<file path="src/rtl/i2ct_pkg.sv">
package i2ct_pkg;

    localparam int BYTE_W    = 8;
    localparam int SEL_W     = 2;
    localparam int STRAP_W   = 3;
    localparam int PREFIX_W  = 7 - STRAP_W;
    localparam int CNT_W     = $clog2(BYTE_W + 1);
    localparam logic [PREFIX_W-1:0] DEV_PREFIX = 4'b0100;
    localparam logic [SEL_W-1:0]    SEL_INPUT  = '0;

    typedef enum logic [3:0] {
        ST_IDLE,
        ST_ADDR,
        ST_AACK,
        ST_CMD,
        ST_CACK,
        ST_WDAT,
        ST_WACK,
        ST_RDAT,
        ST_RACK,
        ST_IGNORE
    } eng_state_t;

    typedef struct packed {
        logic scl;
        logic sda;
        logic scl_rise;
        logic scl_fall;
        logic start;
        logic stop;
    } bus_ev_t;

    function automatic logic addr_hit(input logic [BYTE_W-1:0] abyte,
                                      input logic [STRAP_W-1:0] strap);
        return abyte[BYTE_W-1:1] == {DEV_PREFIX, strap};
    endfunction

endpackage

</file>
<file path="src/rtl/i2ct_sync.sv">
module i2ct_sync #(
    parameter int   STAGES  = 2,
    parameter logic RST_VAL = 1'b1
) (
    input  logic clk,
    input  logic rst,
    input  logic d,
    output logic q
);
    logic [STAGES-1:0] chain;

    generate
        if (STAGES == 1) begin : g_single
            always_ff @(posedge clk) begin
                if (rst) chain <= RST_VAL;
                else     chain <= d;
            end
        end else begin : g_multi
            always_ff @(posedge clk) begin
                if (rst) chain <= {STAGES{RST_VAL}};
                else     chain <= {chain[STAGES-2:0], d};
            end
        end
    endgenerate

    assign q = chain[STAGES-1];
endmodule

</file>
<file path="src/rtl/i2ct_events.sv">
module i2ct_events
    import i2ct_pkg::*;
(
    input  logic    clk,
    input  logic    rst,
    input  logic    scl_s,
    input  logic    sda_s,
    output bus_ev_t ev
);
    logic scl_q;
    logic sda_q;

    always_ff @(posedge clk) begin
        if (rst) begin
            scl_q <= 1'b1;
            sda_q <= 1'b1;
        end else begin
            scl_q <= scl_s;
            sda_q <= sda_s;
        end
    end

    always_comb begin
        ev.scl      = scl_s;
        ev.sda      = sda_s;
        ev.scl_rise = scl_s & ~scl_q;
        ev.scl_fall = ~scl_s & scl_q;
        ev.start    = scl_s & scl_q & sda_q & ~sda_s;
        ev.stop     = scl_s & scl_q & ~sda_q & sda_s;
    end
endmodule

</file>
<file path="src/rtl/i2ct_engine.sv">
module i2ct_engine
    import i2ct_pkg::*;
(
    input  logic               clk,
    input  logic               rst,
    input  bus_ev_t            ev,
    input  logic [STRAP_W-1:0] strap,
    input  logic [BYTE_W-1:0]  rd_data,
    output logic               sda_oe,
    output logic [SEL_W-1:0]   sel,
    output logic               wr_en,
    output logic [BYTE_W-1:0]  wr_data,
    output logic               rd_ack
);
    eng_state_t        state;
    logic [CNT_W-1:0]  cnt;
    logic [BYTE_W-1:0] shreg;
    logic              rw;
    logic              mack;
    logic              full;

    assign full = (cnt == CNT_W'(BYTE_W));

    always_ff @(posedge clk) begin
        if (rst) begin
            state   <= ST_IDLE;
            cnt     <= '0;
            shreg   <= '0;
            rw      <= 1'b0;
            mack    <= 1'b0;
            sda_oe  <= 1'b0;
            sel     <= SEL_INPUT;
            wr_en   <= 1'b0;
            wr_data <= '0;
            rd_ack  <= 1'b0;
        end else begin
            wr_en  <= 1'b0;
            rd_ack <= 1'b0;
            if (ev.start) begin
                state  <= ST_ADDR;
                cnt    <= '0;
                sda_oe <= 1'b0;
            end else if (ev.stop) begin
                state  <= ST_IDLE;
                sda_oe <= 1'b0;
            end else if (ev.scl_rise) begin
                case (state)
                    ST_ADDR, ST_CMD, ST_WDAT: begin
                        shreg <= {shreg[BYTE_W-2:0], ev.sda};
                        cnt   <= cnt + CNT_W'(1);
                    end
                    ST_RDAT: cnt <= cnt + CNT_W'(1);
                    ST_WACK: begin
                        if (sel != SEL_INPUT) begin
                            wr_en   <= 1'b1;
                            wr_data <= shreg;
                        end
                    end
                    ST_RACK: begin
                        rd_ack <= 1'b1;
                        mack   <= ~ev.sda;
                    end
                    default: ;
                endcase
            end else if (ev.scl_fall) begin
                case (state)
                    ST_ADDR: begin
                        if (full) begin
                            if (addr_hit(shreg, strap)) begin
                                sda_oe <= 1'b1;
                                rw     <= shreg[0];
                                state  <= ST_AACK;
                            end else begin
                                state  <= ST_IGNORE;
                            end
                        end
                    end
                    ST_CMD: begin
                        if (full) begin
                            sda_oe <= 1'b1;
                            sel    <= shreg[SEL_W-1:0];
                            state  <= ST_CACK;
                        end
                    end
                    ST_WDAT: begin
                        if (full) begin
                            sda_oe <= 1'b1;
                            state  <= ST_WACK;
                        end
                    end
                    ST_AACK: begin
                        cnt <= '0;
                        if (rw) begin
                            shreg  <= rd_data;
                            sda_oe <= ~rd_data[BYTE_W-1];
                            state  <= ST_RDAT;
                        end else begin
                            sda_oe <= 1'b0;
                            state  <= ST_CMD;
                        end
                    end
                    ST_CACK, ST_WACK: begin
                        cnt    <= '0;
                        sda_oe <= 1'b0;
                        state  <= ST_WDAT;
                    end
                    ST_RDAT: begin
                        if (full) begin
                            sda_oe <= 1'b0;
                            state  <= ST_RACK;
                        end else begin
                            shreg  <= {shreg[BYTE_W-2:0], 1'b0};
                            sda_oe <= ~shreg[BYTE_W-2];
                        end
                    end
                    ST_RACK: begin
                        cnt <= '0;
                        if (mack) begin
                            shreg  <= rd_data;
                            sda_oe <= ~rd_data[BYTE_W-1];
                            state  <= ST_RDAT;
                        end else begin
                            sda_oe <= 1'b0;
                            state  <= ST_IGNORE;
                        end
                    end
                    default: ;
                endcase
            end
        end
    end

    // a register write lands while SCL is still high in the ACK clock
    p_wr_in_high_r6: assert property (@(posedge clk) disable iff (rst)
        wr_en |-> ev.scl);

    // the read strobe lands while SCL is high in the ACK/NACK clock
    p_rdack_in_high_r9: assert property (@(posedge clk) disable iff (rst)
        rd_ack |-> ev.scl);

    // an unaddressed target keeps the line released
    p_ignore_quiet_r3: assert property (@(posedge clk) disable iff (rst)
        (state == ST_IGNORE) |-> !sda_oe);

    // a Stop always leaves the line released
    p_stop_release_r10: assert property (@(posedge clk) disable iff (rst)
        $past(ev.stop) |-> !sda_oe);

    // write and read strobes never coincide
    p_one_strobe_r5: assert property (@(posedge clk) disable iff (rst)
        $onehot0({wr_en, rd_ack}));
endmodule

</file>
<file path="src/rtl/i2ct_target.sv">
module i2ct_target
    import i2ct_pkg::*;
#(
    parameter int SYNC_STAGES = 2
) (
    input  logic               clk,
    input  logic               rst,
    input  logic               scl_in,
    input  logic               sda_in,
    input  logic [STRAP_W-1:0] strap_addr,
    output logic               sda_oe,
    output logic [SEL_W-1:0]   reg_sel,
    output logic               reg_wr_en,
    output logic [BYTE_W-1:0]  reg_wr_data,
    input  logic [BYTE_W-1:0]  reg_rd_data,
    output logic               reg_rd_ack
);
    localparam int LINES = 2;

    logic [LINES-1:0] raw_lines;
    logic [LINES-1:0] sync_lines;
    bus_ev_t          ev;

    assign raw_lines = {sda_in, scl_in};

    generate
        for (genvar i = 0; i < LINES; i++) begin : g_line
            i2ct_sync #(
                .STAGES (SYNC_STAGES),
                .RST_VAL(1'b1)
            ) u_sync (
                .clk(clk),
                .rst(rst),
                .d  (raw_lines[i]),
                .q  (sync_lines[i])
            );
        end
    endgenerate

    i2ct_events u_events (
        .clk  (clk),
        .rst  (rst),
        .scl_s(sync_lines[0]),
        .sda_s(sync_lines[1]),
        .ev   (ev)
    );

    i2ct_engine u_engine (
        .clk    (clk),
        .rst    (rst),
        .ev     (ev),
        .strap  (strap_addr),
        .rd_data(reg_rd_data),
        .sda_oe (sda_oe),
        .sel    (reg_sel),
        .wr_en  (reg_wr_en),
        .wr_data(reg_wr_data),
        .rd_ack (reg_rd_ack)
    );

    // the target starts pulling SDA low only while synchronized SCL is low
    p_oe_rise_scl_low_r11: assert property (@(posedge clk) disable iff (rst)
        $rose(sda_oe) |-> !sync_lines[0]);
endmodule

</file>
<file path="config.mk">
export PLATFORM = sky130hd
export DESIGN_NAME = i2ct_target
export DESIGN_NICKNAME = d
export VERILOG_FILES = /design/src/rtl/i2ct_pkg.sv /design/src/rtl/i2ct_sync.sv /design/src/rtl/i2ct_events.sv /design/src/rtl/i2ct_engine.sv /design/src/rtl/i2ct_target.sv
export SDC_FILE = /design/constraint.sdc
export NUM_CORES = 1
export LEC_CHECK = 0
export BUFFER_PORTS_ARGS = -buffer_cell sky130_fd_sc_hd__buf_2
export CAP_MARGIN = 15
export CORE_MARGIN = 2
export CORE_UTILIZATION = 45
export CTS_CLUSTER_DIAMETER = 200
export DETAILED_ROUTE_END_ITERATION = 7
export PLACE_DENSITY = 0.67
export SLEW_MARGIN = 20
export SYNTH_ARGS = -nofsm -noshare
export SYNTH_HDL_FRONTEND = slang
export SYNTH_SLANG_ARGS = --single-unit
</file>
<file path="constraint.sdc">
create_clock -name clk -period 1.8 [get_ports clk]
set_input_delay 0.09 -clock clk [delete_from_list [all_inputs] [get_ports clk]]
set_output_delay 0.09 -clock clk [all_outputs]
set_load 0.005 [all_outputs]
</file>
; After elaboration in Yosys (flattened, before gate mapping)
; Cells that the tools add are included.
[word_totals]
elab_cells = 117
regBits = 37
[classes]
bitwise_logic = 17
n_reduce_logical = 26
addsub = 1
mux = 32
n_eq_ne = 26
[op_table]
columns = op, count
row1 = 8-bit 2-to-1 mux, 6
row2 = 4-bit 2-to-1 mux, 10
row3 = 4-bit case mux with 7 select lines, 1
row4 = 8-bit case mux with 3 select lines, 1
row5 = 7-bit AND reduction, 3
row6 = 4-bit by 3-bit equality test with 1-bit output (second input constant), 4
row7 = 4-bit by 3-bit inequality test with 1-bit output (second input constant), 4
row8 = 2-bit by 1-bit inequality test with 1-bit output (second input constant), 7
row9 = 1-bit 2-to-1 mux, 12
row10 = 6-bit AND reduction, 2
row11 = 4-bit OR reduction, 3
row12 = 1-bit inverter, 10
row13 = 9-bit nonzero test, 1
row14 = 4-bit by 2-bit equality test with 1-bit output (second input constant), 2
row15 = 4-bit equality test (second input constant), 2
row16 = 4-bit AND reduction, 2
row17 = 8-bit AND reduction, 1
row18 = 1-bit AND, 7
row19 = 7-bit by 6-bit equality test with 1-bit output, 1
row20 = 7-bit nonzero test, 1
row21 = 3-bit by 2-bit inequality test with 1-bit output (second input constant), 2
row22 = 3-bit inequality test (second input constant), 2
row23 = 1-bit case mux with 6 select lines, 1
row24 = 2-bit nonzero test, 3
row25 = other kinds (11), 14

; Logic depth before layout (Yosys ltp)
; Gate-level depths: netlist of the first run.
[depth]
word_depth = 8
ltp_mapped = 8
ltp_nobuf = 7

; Hierarchy
; Synthesis of the first run repeated with hierarchy kept, for this count alone.
[unflattened]
cells_unflattened = 207
area_unflattened_um2 = 1890.6
[by_module_without_submodules]
columns = mod, cells_each, instances, area_per_inst_um2
row1 = i2ct_engine, 189, 1, 1685.4
row2 = i2ct_sync, 4, 2, 52.6
row3 = i2ct_events, 10, 1, 100.1

; Worst setup path after synthesis of the first run
; OpenSTA, ideal clock, no wires.
[synth_timing]
path_type = register to register
from = reg u_events.scl_q
to = reg u_engine.rw
arrival_time_ps = 1647
stages_incl_launch_ff = 8
t_required_ps = 1672
slack_ps = 25
cell_sequence = dfxtp_1 > inv_1 > ha_1 > nand2b_1 > a2111oi_2 > nor4b_2 > mux2i_1 > nor2_1
[synth_between]
elab_chain_len = 5
word_cells_on_any_way = 12
cone_classes = 11 x bitwise / 1 x reduce/logical
[synth_rtl]
columns = item, line
row1 = start: declaration, i2ct_events.sv:10  ; logic scl_q;
row2 = start signal: assignment, i2ct_events.sv:18  ; scl_q <= scl_s;
row3 = 1-bit AND, "i2ct_events.sv:28, i2ct_events.sv:29"
row4 = 1-bit AND (on tied branches) (2 in a row), "i2ct_events.sv:28, i2ct_events.sv:29"
row5 = 1-bit inverter (no source line), -
row6 = 7-bit AND reduction (no source line) (*), -
row7 = end signal: assignment, i2ct_engine.sv:71  ; rw <= shreg[0];
row8 = end: declaration, i2ct_engine.sv:18  ; logic rw;
; Mark *: on every way between the ends. The rest lies on a longest branch, timed or not.
; A chain may end at the register's enable or synchronous reset.

; Worst setup path after layout of the first run
[layout_timing]
from = reg u_engine.state[3]
to = reg u_engine.state[3]
[layout_between]
elab_chain_len = 4
word_cells_on_any_way = 16
cone_classes = 12 x eq/ne / 1 x mux / 3 x reduce/logical
[layout_rtl]
columns = item, line
row1 = start: declaration, i2ct_engine.sv:15  ; eng_state_t state;
row2 = start signal: assignment, i2ct_engine.sv:26  ; state <= ST_IDLE;
row3 = start signal: assignment, i2ct_engine.sv:40  ; state <= ST_ADDR;
row4 = start signal: assignment, i2ct_engine.sv:44  ; state <= ST_IDLE;
row5 = 4-bit by 3-bit equality test with 1-bit output, i2ct_engine.sv:66  ; case (state)
row6 = 2-bit OR reduction, -
row7 = 7-bit nonzero test (no source line), -
row8 = 7-bit AND reduction (no source line), -
; Several ways; a longest one is shown, not always the timed one.

==> flow_metrics.tcl, run 1 <==
set metrics [dict create \
    finalClockSkew_ps 9.54 \
    power.leakage_uw 0.00114 \
    crit_type "flop to flop" \
    cts_buffers 5 \
    worstPathArrival_ps 1910 \
    placeableCoreArea_sq_mm 0.00438 \
    drt_iter0_markers 88 \
    finish.instance_area_sq_mm 0.00271 \
    start_kind "flop" \
    antenna_left 0 \
    hold_violations 0 \
    clock_latency_ps 290 \
    fin_setup_tns_ps 0 \
    drv_cap 0 \
    yosysUniqueCellTypes 59 \
    worst_slew_pin_slew_ps 458 \
    drt-total-wl_mm 4.86 \
    maxSlewHeadroom 0.693 \
    grt-ovfl-total 0 \
    cts_buffer_depth 2 \
    dp_hpwl_mm 3.53 \
    dr.pass1.iters 4 \
    place_inst 326 \
    outcome "finished clean" \
    synth.yosys.warnings 0 \
    grt_pass1_vias 1811 \
    n_antenna_cell 0 \
    htree_levels 2 \
    drive_above_1_share 0.369 \
    grt_pass1_wl_mm 8.28 \
    final-setup-viol-count 0 \
    synthCells 229 \
    fp-row-count 24 \
    fmaxAchievable_ghz 0.585 \
    place_area_sq_mm 0.00245 \
    clk_pin_slew_ps 80 \
    drc 0 \
    worst_ep_required_time_ps 2000 \
    layout_common_cells "buf_4 (36), dfxtp_1 (33), nor2_1 (29)" \
    vias 1863 \
    clock-sinks 37 \
    syn_nets 249 \
    ioPinCount 28 \
    areaGrowthSynthToFinish_pct 31.8 \
    synthArstFlopShare 0 \
    die_h_um 71.6 \
    synth_area_sq_mm 0.00205 \
    track_usage 0.203 \
    wl_per_cell_um 14.2 \
    rsz0062_at_grt "true" \
    period_share 0.949 \
    synth_area_per_cell_sq_um 8.97 \
    root_buffer "clkbuf_8" \
    port_buffers 27 \
    powerDensity_mw_per_mm2 638 \
    grt_antenna_before_repair 0 \
    final_common_cell "buf_4" \
    final_cells 342 \
    hp-class "primary input to flop" \
    place_ws_ps -129 \
    post-route-util 0.618 \
    min_period_ps 1710 \
    worstSetupEndpointType "flop" \
    die_width_um 71.6 \
    synth_top_flop_cell "dfxtp_1" \
    vias_per_cell 5.45 \
    yosysSeqAreaShare 0.361 \
    grt_start_max_net_pins 18 \
    final_max_slew_viol_count 0 \
    ys_ff_latch 37 \
    path_max_fanout 6 \
    synth_edf_count 0 \
    ir_worst_vdd_uv 388 \
    gp_congestion 0.818 \
    cts_tree "built" \
    layout_setup_ws_ps 91.3 \
    die_area_sq_mm 0.00512 \
    nets 309 \
    initial_core_util 0.469 \
]
-- final timing paths --
| check | cells past startpoint | to | from | slack (ps) |
|---|---|---|---|---|
| worst max-delay path | 7 | u_engine.state[3] | u_engine.state[3] | 90 |
| worst min-delay path | 2 | u_engine.sel[1] | rst | 80 |
| worst max register to register | 7 | u_engine.state[3] | u_engine.state[3] | 90 |
| worst min register to register | 1 | g_line[0].u_sync.chain[1] | g_line[0].u_sync.chain[0] | 420 |
-- cell type report --
| type | count | area (sq um) |
|---|---|---|
| Sequential cell | 37 | 746 |
| Clock buffer | 6 | 72.6 |
| Fill cell | 374 | 1680 |
| Inverter | 6 | 22.5 |
| Multi-Input combinational cell | 170 | 1270 |
| Clock inverter | 2 | 38.8 |
| Tap cell | 52 | 65.1 |
| Timing Repair Buffer | 69 | 488 |
-- Yosys cell counts, drive strengths merged (3+ instances only) --
cell type	count	area, sq um
nand2b	5	31.3
xor2	4	35.0
buf	8	57.6
nand3b	4	30.0
dfxtp	37	741
nand2	9	36.3
inv	6	22.5
a311oi	10	100
nor3	5	25.0
a211oi	3	35.0
or2	7	43.8
nor4	3	18.8
ha	5	62.6
mux2i	19	190
clkbuf	8	31.3
o21ai	9	45.0
nor2b	3	26.3
a21oi	16	98.9
nor2	29	109
xnor2	3	26.3
o211ai	3	22.5
nand3	4	20.0
-- worst max-delay path: stages (launching register included) --
cell and delay (ps):
dfxtp_1 330, buf_4 150, buf_4 150, o21a_1 120, or3_4 360, a21oi_4 230
a31oi_1 110, a211oi_1 170
-- state kept, by name, indices dropped and copies added, names as in the netlist --
| signal | count |
|---|---|
| u_engine.shreg | 8 |
| u_engine.rd_ack | 1 |
| u_engine.mack | 1 |
| u_engine.cnt | 4 |
| u_events.scl_q | 1 |
| u_engine.rw | 1 |
| u_engine.wr_en | 1 |
| u_engine.sel | 2 |
| u_events.sda_q | 1 |
| u_engine.sda_oe | 1 |
| u_engine.state | 4 |
| u_engine.wr_data | 8 |
| g_line.u_sync.chain | 4 |
-- metal layers --
layer	vias up	routed length, um	track usage
met5	-	0	0
met2	35	2350	0.328
met4	0	48	0.0566
met3	7	148	0.0464
li1	948	-	-
met1	873	2320	0.273
-- metrics by stage --
stage | total power [uW] | hold slack [ps]
global route | 1810 | 83.5
finish | 1730 | 79.6
detailed placement | 1010 | 280
floorplan | 947 | 194
global placement | 1000 | 273
CTS | 1730 | 84.1
-- logic make-up (layout without fill, tap and decap cells) --
group,Yosys count,after routing,share of synthesized area
and+or+nand+nor,82,82,0.219
DFF,37,37,0.361
muxes,20,20,0.0980
AOI/OAI and AO/OA,56,56,0.208
adders and majority gates,5,5,0.0305
buffers and inverters,22,83,0.0542
xor gates and xnor gates,7,7,0.0298
-- power breakdown --
group          total (uW)  internal (uW)  switching, uW
logic                 169           79.5           89.6
registers             834            827           6.95
clock network         725            416            309
-- timing repair --
action / CTS / global route
hold buffers: 2 / 0
endpoints found under the setup margin: 7 / 18
endpoints found under the hold margin: 2 / 0
buffers inserted: 0 / 5
cloned: 0 / 1
pin swaps: 0 / 6
resized for setup: 1 / 23
No activity file was read; power rests on OpenSTA's default activity.
==> run 2, diff against run 1 <==
--- a/config.mk
+++ b/config.mk
@@ -5,6 +5,7 @@
 export SDC_FILE = /design/constraint.sdc
 export NUM_CORES = 1
 export LEC_CHECK = 0
+export ABC_AREA = 1
 export BUFFER_PORTS_ARGS = -buffer_cell sky130_fd_sc_hd__buf_2
 export CAP_MARGIN = 15
 export CORE_MARGIN = 2
==> flow_metrics.tcl, run 2 <==
set metrics [dict create \
    drc 0 \
    placeableCoreArea_sq_mm 0.00444 \
    synth_area_sq_mm 0.00212 \
    worst_slew_pin_slew_ps 418 \
    htree_levels 2 \
    netlist.area_leader.share 0.350 \
    start_kind "flop" \
    synth.yosys.warnings 0 \
    clock_latency_ps 290 \
    dp_hpwl_mm 3.82 \
    n_antenna_cell 0 \
    dr.pass1.iters 5 \
    vias 2082 \
    areaGrowthSynthToFinish_pct 13.8 \
    syn_nets 349 \
    grt-ovfl-total 0 \
    clk_pin_slew_ps 70 \
    critPathTopFamily "flip-flops" \
    initial_core_util 0.476 \
    outcome "finished clean" \
    hp-class "primary input to flop" \
    drive_above_1_share 0.181 \
    yosysUniqueCellTypes 26 \
    grt_pass1_vias 1921 \
    cts_tree "built" \
    crit_type "flop to flop" \
    drv_cap 0 \
    vias_per_cell 5.00 \
    worstSetupEndpointType "flop" \
    die_h_um 72.6 \
    path_buf_inv 3 \
    ioPinCount 28 \
    wl_per_cell_um 11.9 \
    grt_antenna_before_repair 0 \
    final_max_slew_viol_count 0 \
    final-setup-viol-count 0 \
    hold_violations 0 \
    yosys.area.top_type "dfxtp_1" \
    powerDensity_mw_per_mm2 658 \
    grt_pass1_wl_mm 8.73 \
    ir_worst_vdd_uv 466 \
    nets 383 \
    worst_ep_required_time_ps 2020 \
    multi_input_area_sq_mm 0.00115 \
    synth_common_cells "nand2_1 (77), nor2_1 (56), inv_1 (38)" \
    drt_iter0_markers 146 \
    max_stage_delay_ps 360 \
    die_area_sq_mm 0.00527 \
    synth_edf_count 0 \
    layout_common_cells "nand2_1 (76), nor2_1 (56), inv_1 (38)" \
    seqCellArea_sq_um 742 \
    synth_most_common_cell "nand2_1" \
    hold_slack_ps 90.1 \
    cts_buffer_depth 2 \
    root_buffer "clkbuf_8" \
    yosysSeqAreaShare 0.350 \
    cts_buffers 5 \
    fin_setup_tns_ps 0 \
    synth_area_per_cell_sq_um 6.43 \
    final_common_cell "nand2_1" \
    top_regs "u_engine.shreg x8, u_engine.wr_data x8" \
    finalClockSkew_ps 2.54 \
    drt-total-wl_mm 4.95 \
    fillers 472 \
    clock-sinks 37 \
    power.leakage_uw 0.00121 \
    synthCells 329 \
    fmaxAchievable_ghz 0.631 \
    grt_start_max_net_pins 21 \
    slowest_stage "dfxtp_1" \
    period_share 0.880 \
    synth_top_flop_cell "dfxtp_1" \
    min_period_ps 1580 \
    rsz0062_at_grt "false" \
    antenna_left 0 \
    port_buffers 27 \
    die_width_um 72.6 \
    track_usage 0.209 \
    path_max_fanout 5 \
    maxSlewHeadroom 0.719 \
    synth.area.top_cells "dfxtp_1 (35%), nand2_1 (14%), nor2_1 (9.9%)" \
    postCtsSetupBuffers 0 \
    ys_ff_latch 37 \
    synthArstFlopShare 0 \
    cp_cell_sequence "inv_1 > ha_1 > inv_1 > nand2_1 > a21oi_1 > nand2_2 > clkinv_2 > nand2_1 > a21oi_1" \
    worstPathArrival_ps 1800 \
    gp_congestion 0.940 \
    fp-row-count 24 \
]
==> run 2: changes by cell type after synthesis, sizes merged, moves of 5 or more <==
cell / change
nand2: +74
inv: +35
nand3: +35
nor2: +33
mux2i: -19
a311oi: -10
o21ai: +10
clkbuf: -7
nand2b: -5
==> run 2: repair_timing <==
action / in CTS / in global routing
endpoints found under the hold margin: 2 / 0
endpoints found under the setup margin: 0 / 8
gates resized for setup: 0 / 3
hold buffers: 2 / 0
==> run 2: routing by layer <==
layer  vias up  wire, um  global-route usage
met1       902      2480               0.299
met5         -         0                   0
met3         8       295              0.0373
met4         0        59              0.0535
li1       1104         -                   -
met2        68      2120               0.327
==> run 2: power breakdown <==
group,switching [uW],internal (uW)
registers,11.3,830
clock network,295,268
logic,110,68.4
total,416,1170
==> run 2: layout make-up <==
cell class	count	area share
Multi-Input combinational cell	241	0.480
Sequential cell	37	0.308
Timing Repair Buffer	35	0.0832
Inverter	43	0.0676
Clock buffer	6	0.0301
Tap cell	52	0.0270
Clock inverter	2	0.00416
==> run 2: final timing paths <==
path                                   from                        end  slack [ps]  cells after the start
hold reg to reg   g_line[1].u_sync.chain[0]  g_line[1].u_sync.chain[1]         410                      1
hold / removal                          rst             u_engine.wr_en          90                      2
setup reg to reg  g_line[0].u_sync.chain[1]            u_engine.cnt[3]         220                      9
setup / recovery  g_line[0].u_sync.chain[1]            u_engine.cnt[3]         220                      9
==> run 2: worst register-to-register path: cells and delay by family, from the launching register on <==
family / cells / cell delay [ps]
adder cells (fa/ha/maj): 1 / 340
AO/OA/AOI/OAI: 2 / 320
flip-flops: 1 / 360
AND/OR/NAND/NOR: 3 / 230
buffers and inverters: 3 / 260
==> run 2: cells by family (layout without fill, tap and decap cells) <==
| kind of cell | count (synthesis) | count (layout) | synth area share |
|---|---|---|---|
| xor gates and xnor gates | 2 | 2 | 0.00828 |
| DFF | 37 | 37 | 0.350 |
| AOI/OAI and AO/OA | 38 | 38 | 0.0911 |
| buffers and inverters | 51 | 86 | 0.108 |
| and+or+nand+nor | 196 | 196 | 0.413 |
| adders and majority gates | 5 | 5 | 0.0296 |
==> run 2: stage by stage <==
step	instances	setup slack, ps	util	power [uW]	area (sq um)
2_1_floorplan	329	276	-	982	2120
3_3_place_gp	406	128	0.517	1030	2300
3_5_place_dp	406	125	0.517	1030	2300
4_1_cts	416	103	0.540	1590	2400
5_1_grt	416	36.3	0.542	1660	2410
6_report	416	216	0.542	1580	2410
==> run 3, diff against run 2 <==
--- a/config.mk
+++ b/config.mk
@@ -9,10 +9,10 @@
 export BUFFER_PORTS_ARGS = -buffer_cell sky130_fd_sc_hd__buf_2
 export CAP_MARGIN = 15
 export CORE_MARGIN = 2
-export CORE_UTILIZATION = 45
+export CORE_UTILIZATION = 50
 export CTS_CLUSTER_DIAMETER = 200
 export DETAILED_ROUTE_END_ITERATION = 7
-export PLACE_DENSITY = 0.67
+export PLACE_DENSITY = 0.73
 export SLEW_MARGIN = 20
 export SYNTH_ARGS = -nofsm -noshare
 export SYNTH_HDL_FRONTEND = slang
==> flow_metrics.tcl, run 3 (synthesized netlist as in run 2, its figures left out) <==
set metrics [dict create \
    final_cells 415 \
    clock-sinks 37 \
    die_h_um 69.1 \
    power.leakage_uw 0.00122 \
    drv_cap 0 \
    ioPinCount 28 \
    min_period_ps 1610 \
    fmaxAchievable_ghz 0.620 \
    drt-total-wl_mm 4.98 \
    drc 0 \
    dr.max_layer_used "met4" \
    wl_met2_mm 2.17 \
    ir_worst_vdd_uv 562 \
    nets 384 \
    clock_latency_ps 300 \
    worstSetupEndpointType "flop" \
    htree_levels 2 \
    cts_buffer_depth 2 \
    track_usage 0.212 \
    areaGrowthSynthToFinish_pct 15.6 \
    fin_setup_tns_ps 0 \
    finish.instance_area_sq_mm 0.00244 \
    clk_pin_slew_ps 80 \
    layout_setup_ws_ps 187 \
    cts_tree "built" \
    rsz0062_at_grt "false" \
    top_regs "u_engine.shreg x8, u_engine.wr_data x8" \
    vias 2114 \
    die_area_sq_mm 0.00477 \
    grt_start_max_net_pins 19 \
    worst_ep_required_time_ps 2000 \
    drive_above_1_share 0.186 \
    n_antenna_cell 0 \
    place_inst 405 \
    grt_pass1_wl_mm 8.27 \
    final_common_cell "nand2_1" \
    dr.pass1.iters 5 \
    wl_met3_um 390 \
    fillers 396 \
    fp-row-count 23 \
    period_share 0.896 \
    die_width_um 69.1 \
    hold_violations 0 \
    worst_slew_pin_slew_ps 501 \
    postCtsSetupBuffers 0 \
    path_max_fanout 8 \
    maxSlewHeadroom 0.666 \
    wl_per_cell_um 12.0 \
    cts_buffers 5 \
    grt_pass1_vias 1857 \
    final_max_slew_viol_count 0 \
    root_buffer "clkbuf_8" \
    grt_antenna_before_repair 0 \
    place_area_sq_mm 0.00230 \
    hp-class "primary input to flop" \
    antenna_left 0 \
    final-setup-viol-count 0 \
    drt_iter0_markers 180 \
    outcome "finished clean" \
    finalClockSkew_ps 7.84 \
    crit_type "flop to flop" \
    gp_congestion 1.08 \
    initial_core_util 0.525 \
    grt-ovfl-total 0 \
    m1WireLength_mm 2.32 \
    port_buffers 27 \
    place_ws_ps 111 \
    powerDensity_mw_per_mm2 728 \
    start_kind "flop" \
    layout_common_cells "nand2_1 (76), nor2_1 (56), inv_1 (38)" \
    dp_hpwl_mm 3.73 \
    worstPathArrival_ps 1810 \
    placeableCoreArea_sq_mm 0.00403 \
    vias_per_cell 5.09 \
]
==> run 3: report_power, final <==
| group | switching, uW | leakage [uW] | total (uW) | internal, uW |
|---|---|---|---|---|
| Combinational | 111 | 0.000866 | 180 | 68.6 |
| Sequential | 9.60 | 0.000300 | 839 | 830 |
| Clock | 311 | 0.0000574 | 762 | 450 |
| Total | 432 | 0.00122 | 1780 | 1350 |
==> run 3: routing by layer <==
metal / GRT usage / vias up
met5: 0 / -
met4: 0.0545 / 0
met1: 0.290 / 912
li1: - / 1107
met3: 0.0614 / 13
met2: 0.330 / 82
==> run 3: final cells by class <==
| class | count | area, sq um | share of cell area |
|---|---|---|---|
| clock inverters | 2 | 37.5 | 0.0154 |
| flip-flops and latches | 37 | 742 | 0.303 |
| repair buffers | 36 | 208 | 0.0850 |
| inverters | 43 | 163 | 0.0665 |
| well taps | 50 | 62.6 | 0.0256 |
| multi-input cells | 241 | 1150 | 0.470 |
| clock buffers | 6 | 82.6 | 0.0338 |
==> run 3: metrics by stage <==
step | utilization | power [uW] | hold slack [ps]
floorplan | - | 982 | 162
global placement | 0.571 | 1030 | 273
detailed placement | 0.571 | 1030 | 280
CTS | 0.606 | 1780 | 76.0
global route | 0.607 | 1850 | 80.3
finish | 0.607 | 1780 | 63.2
==> run 3: worst paths after layout <==
| check | startpoint | to | slack [ps] | cells after the start |
|---|---|---|---|---|
| hold reg to reg | g_line[1].u_sync.chain[0] | g_line[1].u_sync.chain[1] | 410 | 1 |
| setup / recovery | g_line[0].u_sync.chain[1] | u_engine.shreg[4] | 190 | 9 |
| setup reg to reg | g_line[0].u_sync.chain[1] | u_engine.shreg[4] | 190 | 9 |
| hold / removal | rst | u_engine.rd_ack | 60 | 2 |
==> run 3: repair_timing <==
action	4_1_cts	5_1_grt
endpoints found under the setup margin	0	11
hold buffers	2	0
resized for setup	0	2
endpoints found under the hold margin	2	0
==> run 3: worst max-delay path, cell delays in order, from the launching register on <==
cell	delay [ps]
dfxtp_1	330
ha_1	210
nand3_1	130
nand2_1	110
inv_2	140
nand2_1	80
nor2_2	280
nand3_1	120
nand2_1	70
nor2_1	40
